### src/rtl/agu_ilk_pkg.sv
// Package: shared types and helpers for the address-register write interlock.
// Assumes the 3-bit target code and 6-bit use mask layout given in the brief.
package agu_ilk_pkg;

    typedef enum logic [2:0] {
        TGT_NONE = 3'd0,
        TGT_R0   = 3'd1,
        TGT_R1   = 3'd2,
        TGT_R2   = 3'd3,
        TGT_R3   = 3'd4,
        TGT_SP   = 3'd5,
        TGT_N    = 3'd6,
        TGT_MOD  = 3'd7
    } wr_tgt_e;

    typedef enum logic {
        KIND_MOVE = 1'b0,
        KIND_BITF = 1'b1
    } wr_kind_e;

    typedef struct packed {
        wr_tgt_e  tgt;
        wr_kind_e kind;
    } hist_ent_t;

    localparam int unsigned ADDR_USE_W = 6;
    localparam int unsigned SP_BIT     = 4;
    localparam int unsigned MOD_BIT    = 5;

    localparam hist_ent_t HIST_EMPTY = '{tgt: TGT_NONE, kind: KIND_MOVE};

    // Map a write target onto the bit it occupies in the address-use mask.
    function automatic logic [ADDR_USE_W-1:0] tgt_use_mask(input wr_tgt_e t);
        logic [ADDR_USE_W-1:0] m;
        m = '0;
        case (t)
            TGT_R0:  m[0] = 1'b1;
            TGT_R1:  m[1] = 1'b1;
            TGT_R2:  m[2] = 1'b1;
            TGT_R3:  m[3] = 1'b1;
            TGT_SP:  m[SP_BIT] = 1'b1;
            TGT_MOD: m[MOD_BIT] = 1'b1;
            default: m = '0;
        endcase
        return m;
    endfunction

endpackage

### src/rtl/agu_ilk_history.sv
// Module: shift register of recent address-register writes, one entry per
// accepted instruction; entry 0 is the most recent.
// Assumes shift_en is high only when decode accepts an instruction.
module agu_ilk_history
    import agu_ilk_pkg::*;
#(
    parameter int unsigned DEPTH = 2
) (
    input  logic                  clk,
    input  logic                  rst_n,
    input  logic                  shift_en,
    input  hist_ent_t             new_ent,
    output hist_ent_t [DEPTH-1:0] ent_q
);

    // Entry 0 captures the accepted write.
    always_ff @(posedge clk) begin
        if (!rst_n) begin
            ent_q[0] <= HIST_EMPTY;
        end else if (shift_en) begin
            ent_q[0] <= new_ent;
        end
    end

    genvar gi;
    generate
        for (gi = 1; gi < DEPTH; gi++) begin : g_age
            // Older entries move one place per accepted instruction.
            always_ff @(posedge clk) begin
                if (!rst_n) begin
                    ent_q[gi] <= HIST_EMPTY;
                end else if (shift_en) begin
                    ent_q[gi] <= ent_q[gi-1];
                end
            end
        end
    endgenerate

endmodule

### src/rtl/agu_ilk_hazard.sv
// Module: purely combinational comparison of the decode instruction's uses
// against the write history.
// Assumes entry k was written k+1 instructions before the one in decode.
// A write of a given class is usable once its age reaches that class's lag.
module agu_ilk_hazard
    import agu_ilk_pkg::*;
#(
    parameter int unsigned DEPTH    = 2,
    parameter int unsigned LAG_PTR  = 2,
    parameter int unsigned LAG_NBF  = 2,
    parameter int unsigned LAG_SPOP = 2
) (
    input  hist_ent_t [DEPTH-1:0] ent_q,
    input  logic [ADDR_USE_W-1:0] use_addr,
    input  logic                  use_n,
    input  logic                  lea_pop,
    output logic                  n_move_hit,
    output logic                  early_use
);

    // The interlocked case: the last accepted instruction moved into N and N is read now.
    always_comb begin
        n_move_hit = (ent_q[0].tgt == TGT_N) && (ent_q[0].kind == KIND_MOVE) && use_n;
    end

    // The flagged cases: any entry younger than its class lag that the instruction touches.
    always_comb begin
        early_use = 1'b0;
        for (int k = 0; k < int'(DEPTH); k++) begin
            if ((ent_q[k].tgt == TGT_N) && (ent_q[k].kind == KIND_BITF) && use_n
                && (k + 1 < int'(LAG_NBF))) begin
                early_use = 1'b1;
            end
            if (((tgt_use_mask(ent_q[k].tgt) & use_addr) != '0)
                && (k + 1 < int'(LAG_PTR))) begin
                early_use = 1'b1;
            end
            if ((ent_q[k].tgt == TGT_SP) && lea_pop && (k + 1 < int'(LAG_SPOP))) begin
                early_use = 1'b1;
            end
        end
    end

endmodule

### src/rtl/agu_ilk_stall_ctl.sv
// Module: turns an N-move hit into a single stall pulse per write.
// Assumes decode presents the same instruction again after a stall cycle.
module agu_ilk_stall_ctl (
    input  logic clk,
    input  logic rst_n,
    input  logic instr_valid,
    input  logic n_move_hit,
    output logic stall_req,
    output logic accept
);

    logic held_q;

    // A stall is requested once; the held flag blocks a second request.
    always_comb begin
        stall_req = instr_valid && n_move_hit && !held_q;
        accept    = instr_valid && !stall_req;
    end

    // Remember that the current write has already cost its one cycle.
    always_ff @(posedge clk) begin
        if (!rst_n) begin
            held_q <= 1'b0;
        end else if (stall_req) begin
            held_q <= 1'b1;
        end else if (instr_valid) begin
            held_q <= 1'b0;
        end
    end

endmodule

### src/rtl/agu_wr_interlock.sv
// Module: top of the address-register write interlock. It stalls one cycle
// for a plain move into N read by the next instruction, and flags other
// too-early uses.
// Assumes wr_tgt/wr_kind/use_* describe the instruction in decode and are
// held stable while stall_req is high.
module agu_wr_interlock
    import agu_ilk_pkg::*;
#(
    parameter int unsigned HIST_DEPTH = 2,
    parameter int unsigned LAG_PTR    = 2,
    parameter int unsigned LAG_NBF    = 2,
    parameter int unsigned LAG_SPOP   = 2
) (
    input  logic                  clk,
    input  logic                  rst_n,
    input  logic                  instr_valid,
    input  logic [2:0]            wr_tgt,
    input  logic                  wr_kind,
    input  logic [ADDR_USE_W-1:0] use_addr,
    input  logic                  use_n,
    input  logic                  lea_pop,
    output logic                  stall_req,
    output logic                  seq_viol
);

    hist_ent_t [HIST_DEPTH-1:0] ent_q;
    hist_ent_t                  new_ent;
    logic                       n_move_hit;
    logic                       early_use;
    logic                       accept;

    // Pack the decode write into a history entry.
    always_comb begin
        new_ent.tgt  = wr_tgt_e'(wr_tgt);
        new_ent.kind = wr_kind_e'(wr_kind);
    end

    agu_ilk_history #(
        .DEPTH (HIST_DEPTH)
    ) u_hist (
        .clk      (clk),
        .rst_n    (rst_n),
        .shift_en (accept),
        .new_ent  (new_ent),
        .ent_q    (ent_q)
    );

    agu_ilk_hazard #(
        .DEPTH    (HIST_DEPTH),
        .LAG_PTR  (LAG_PTR),
        .LAG_NBF  (LAG_NBF),
        .LAG_SPOP (LAG_SPOP)
    ) u_haz (
        .ent_q      (ent_q),
        .use_addr   (use_addr),
        .use_n      (use_n),
        .lea_pop    (lea_pop),
        .n_move_hit (n_move_hit),
        .early_use  (early_use)
    );

    agu_ilk_stall_ctl u_stall (
        .clk         (clk),
        .rst_n       (rst_n),
        .instr_valid (instr_valid),
        .n_move_hit  (n_move_hit),
        .stall_req   (stall_req),
        .accept      (accept)
    );

    // Flag a too-early use only for the instruction actually accepted.
    always_comb begin
        seq_viol = accept && early_use;
    end

endmodule

### config.mk
export PLATFORM = sky130hd
export DESIGN_NAME = agu_wr_interlock
export DESIGN_NICKNAME = d
export VERILOG_FILES = /design/src/rtl/agu_ilk_pkg.sv /design/src/rtl/agu_ilk_history.sv /design/src/rtl/agu_ilk_hazard.sv /design/src/rtl/agu_ilk_stall_ctl.sv /design/src/rtl/agu_wr_interlock.sv
export SDC_FILE = /design/constraint.sdc
export NUM_CORES = 1
export LEC_CHECK = 0
export BUFFER_PORTS_ARGS = -buffer_cell sky130_fd_sc_hd__buf_2
export CAP_MARGIN = 30
export CORE_MARGIN = 8
export CORE_UTILIZATION = 25
export DETAILED_ROUTE_END_ITERATION = 16
export GPL_TIMING_DRIVEN = 0
export PLACE_DENSITY_LB_ADDON = 0.25
export SLEW_MARGIN = 20
export SYNTH_ARGS = -nofsm -noshare
export SYNTH_HDL_FRONTEND = slang
export SYNTH_HIERARCHICAL = 1
export SYNTH_SLANG_ARGS = --single-unit
### constraint.sdc
create_clock -name clk -period 3.8 [get_ports clk]
set_input_delay 0.76 -clock clk [delete_from_list [all_inputs] [get_ports clk]]
set_output_delay 0.76 -clock clk [all_outputs]
set_load 0.01 [all_outputs]
## Word level (Yosys, flattened, before mapping)

Index checks and enable logic that the tools add are counted.
Widths: inputs -> output; s select.

| storage, ports and cells | value |
|---|---|
| memory bits (writable) | 0 |
| latch bits | 0 |
| logic and storage cells | 36 |
| output and inout port bits | 2 |
| ROM bits | 0 |
| flip-flop bits (word level) | 5 |
| memories kept | 0 |
| input bits | 15 |

| operators by class | value |
|---|---|
| reduce and logical (&&, ||, !) cells | 13 |
| shift operators | 0 |
| $lt $le $gt $ge | 0 |
| add/subtract/negate cells | 0 |
| equal/unequal tests | 7 |
| multiply operators | 0 |
| bitwise logic cells | 2 |
| div/mod/pow operators | 0 |
| mux-type cells | 11 |

Operators by type and width:

| kind | count |
|---|---|
| $eq 3x3->1 const B | 4 |
| $mux 1 | 11 |
| $logic_and 1x1->1 | 9 |
| $and 6x6->6 | 1 |
| $eq 3x2->1 const B | 2 |
| $reduce_bool 6->1 | 1 |
| $eq 3x1->1 const B | 1 |
| $logic_not 1->1 | 2 |
| $reduce_bool 2->1 | 1 |
| $not 1->1 | 1 |

## Depth between registers and ports, before layout

| depth | value |
|---|---|
| word-level depth | 8 |
| depth in mapped cells | 6 |

## Modules after synthesis

Netlist, hierarchy kept.

By module, submodules not included:

| module | instances | cells each | area an instance (sq um) |
|---|---|---|---|
| agu_ilk_history | 1 | 25 | 301.5 |
| agu_ilk_hazard | 1 | 11 | 92.6 |
| agu_ilk_stall_ctl | 1 | 7 | 57.6 |
| agu_wr_interlock | 1 | 1 | 6.3 |

## Least setup slack after synthesis

OpenSTA, ideal clock, no wires.

| timing path | value |
|---|---|
| path kind | input to output |
| from | in use_addr[1] |
| to | out seq_viol |
| data required time | 3.040 ns |
| slack | 1.557 ns |
| arrival time | 1.483 ns |
| cell stages on the path | 4 |
| cells stage by stage | mux2_4 > a221oi_2 > a31oi_1 > and2_1 |

| on the way | value |
|---|---|
| longest elaborated chain between the ends | 5 |

RTL lines:

| element | line | RTL |
|---|---|---|
| start: declaration | agu_wr_interlock.sv:19 | `input logic [ADDR_USE_W-1:0] use_addr,` |
| $and 6x6->6 | agu_ilk_hazard.sv:34 | `if (((tgt_use_mask(ent_q[k].tgt) & use_addr) != '0)` |
| $reduce_bool 6->1 | agu_ilk_hazard.sv:34 |  |
| $mux 1 | agu_ilk_hazard.sv:34 |  |
| $mux 1 | agu_ilk_hazard.sv:38 | `if ((ent_q[k].tgt == TGT_SP) && lea_pop && (k + 1 < int'(LAG_SPOP))) begin` |
| net early_use | agu_wr_interlock.sv:29 | `logic early_use;` |
| $logic_and 1x1->1 | agu_wr_interlock.sv:73 | `seq_viol = accept && early_use;` |
| end: declaration | agu_wr_interlock.sv:23 | `output logic seq_viol` |

The timed path passes the listed nets, and every way through them passes these cells.

## Worst setup path after layout

Ends and elaborated chain as after synthesis.

==> flow_metrics.py <==
metrics = {
    "outcome": {
        "status": "finished clean",
    },
    "route": {
        "postRouteAntennaNets": 0,
        "num_vias": 305,
        "wl_met2_um": 323,
        "dr.max_layer_used": "met3",
        "met1_length_um": 365,
        "post_drt_wl_per_cell_um": 11.91,
        "drt-pass1-iter-count": 1,
        "wl_um": 786,
        "route.detailed.drc": 0,
        "drt_iter0_markers": 0,
        "wl_met3_um": 97,
        "vias_per_cell": 4.621,
    },
    "clock_network": {
        "clk_pin_slew_ns": 0.04,
        "cts_buffers": 3,
        "clk_latency_ns": 0.24,
        "clock-sinks": 5,
        "post_cts_buffers": 0,
        "holdBufCountCts": 0,
        "postCtsResizedCells": 0,
        "cts-htree-levels": 1,
        "ctsLongestPathBuffers": 2,
        "cts_tree": "yes",
        "root_buffer": "clkbuf_4",
    },
    "global_route": {
        "grt_pass1_wl_mm": 1.290,
        "grt_overflow_total": 0,
        "gr-usage-all-layers_pct": 6.347,
        "antenna_found_initial": 0,
        "grt_max_degree": 9,
        "grt_pass1_vias": 320,
    },
    "placement": {
        "io_buffer_count": 16,
        "hpwl_um": 621.3,
        "place_area_um2": 410.4,
        "dp_cells": 62,
        "gp_congestion": 0.6948,
        "place_ws_ns": 1.323,
    },
    "min_path": {
        "hp-class": "reg2reg",
    },
    "setup_path": {
        "crit_buf_inv": 2,
        "slowest_delay_ns": 0.26,
        "cpMostUsedCell": "buf_2",
        "slowest_stage": "mux2_4",
        "crit_chain": "buf_2, mux2_4, a221oi_2, a31oi_1, and2_1, buf_2",
        "path_class": "in2out",
        "cp_max_fo": 1,
        "crit_arrival_ns": 1.71,
        "cp.required_ns": 3.04,
        "critPathLaunchType": "input port",
        "reg2reg_slack_ns": 2.40,
        "crit_family": "compound AO/OA/AOI/OAI gates",
        "worstSetupEndpointType": "primary output",
    },
    "sta": {
        "finalWorstSetupSlack_ns": 1.325,
        "holdWs_ns": 0.4910,
        "tightest_slew_ns": 0.3273,
        "period_share_pct": 65.12,
        "finalHoldViolCount": 0,
        "setup_violations": 0,
        "fin_worst_skew_ns": 0.007249,
        "drv_slew": 0,
        "grt_setup_unrepaired": "no",
        "period_minus_slack_ns": 2.475,
        "final.setup.tns_ns": 0,
        "relSlewSlack_pct": 77.91,
        "max_freq_mhz": 404.1,
    },
    "power_and_ir_drop": {
        "peakVddDrop_mv": 0.2239,
        "leakage_nw": 0.2102,
        "power_mw": 0.1454,
        "power_density_mw_per_mm2": 333.0,
    },
    "logic_synthesis": {
        "yosysWarnings": 6,
        "netlist_instances": 32,
        "syn_area_um2": 312.8,
        "postSynthAreaPerCell_um2": 9.775,
        "synth_nets": 47,
    },
    "die": {
        "dieArea_mm2": 0.002639,
        "die_w_um": 51.37,
        "row_count": 12,
        "initial_core_util_pct": 27.41,
        "die_h_um": 51.37,
        "core_mm2": 0.001141,
        "io_pins": 17,
    },
    "run": {
        "drv_cap": 0,
    },
    "finish": {
        "utilization_pct": 38.27,
        "diodes": 0,
        "final_cells": 66,
        "drive_gt1_share_pct": 46.15,
        "final_area_um2": 436.7,
        "synthToLayoutAreaGrowth_pct": 39.60,
        "final_nets": 68,
        "fillers": 130,
    },
}
[state kept, by name (all words and copies together) (netlist names)]
name	count
u_hist/ent_q	4
u_stall/held_q	1
[cell type report]
| class | instances | area, um2 | area share, % |
|---|---|---|---|
| Buffer | 1 | 11.26 | 2.579 |
| Clock buffer | 4 | 26.28 | 6.017 |
| Inverter | 1 | 3.754 | 0.8596 |
| Multi-Input combinational cell | 25 | 197.7 | 45.27 |
| Sequential cell | 5 | 100.1 | 22.92 |
| Tap cell | 14 | 17.52 | 4.011 |
| Timing Repair Buffer | 16 | 80.08 | 18.34 |
[worst paths after layout]
kind,start,depth (start not counted),end
max,use_addr[1],6,seq_viol
min,u_stall/held_q$_SDFFE_PN0P_,2,u_stall/held_q$_SDFFE_PN0P_
min reg2reg,u_stall/held_q$_SDFFE_PN0P_,2,u_stall/held_q$_SDFFE_PN0P_
max reg2reg,u_hist/ent_q[2]$_SDFFE_PN0P_,6,u_hist/ent_q[1]$_SDFFE_PN0P_
[layer usage]
metal | vias to the layer above | track usage (%)
li1 | 156 | -
met1 | 135 | 7.108
met4 | 0 | 2.655
met3 | 0 | 5.202
met5 | - | 0
met2 | 14 | 8.502
[report_power, final]
group          switching (mW)  internal, mW
combinational         0.00876        0.0156
clock                  0.0223        0.0397
sequential            0.00371        0.0553
total                  0.0348         0.111
[worst register-to-register path, stage by stage, from the launching register on]
cell	delay (ns)
dfxtp_1	0.48
nand4b_1	0.15
nor2_1	0.20
a21boi_1	0.13
buf_6	0.15
mux2i_1	0.14
nor2b_1	0.06
[cell usage in the layout, fill, tap and decap left out]
master and instances:
a21o_2 1, dfxtp_1 5, nand3b_1 1, buf_2 16
nand2_1 1, clkbuf_1 1, buf_6 1, nor2_1 1
nor2b_1 4, and2_1 1, nor2b_2 1, and3_1 1
mux2i_1 4, a21boi_1 1, inv_1 1, mux2_4 1
nand4b_1 2, a221oi_2 1, clkbuf_4 3, o311ai_0 1
a31oi_1 1, nand2b_1 2, nand3_1 1
(Power assumes the default switching activity.)
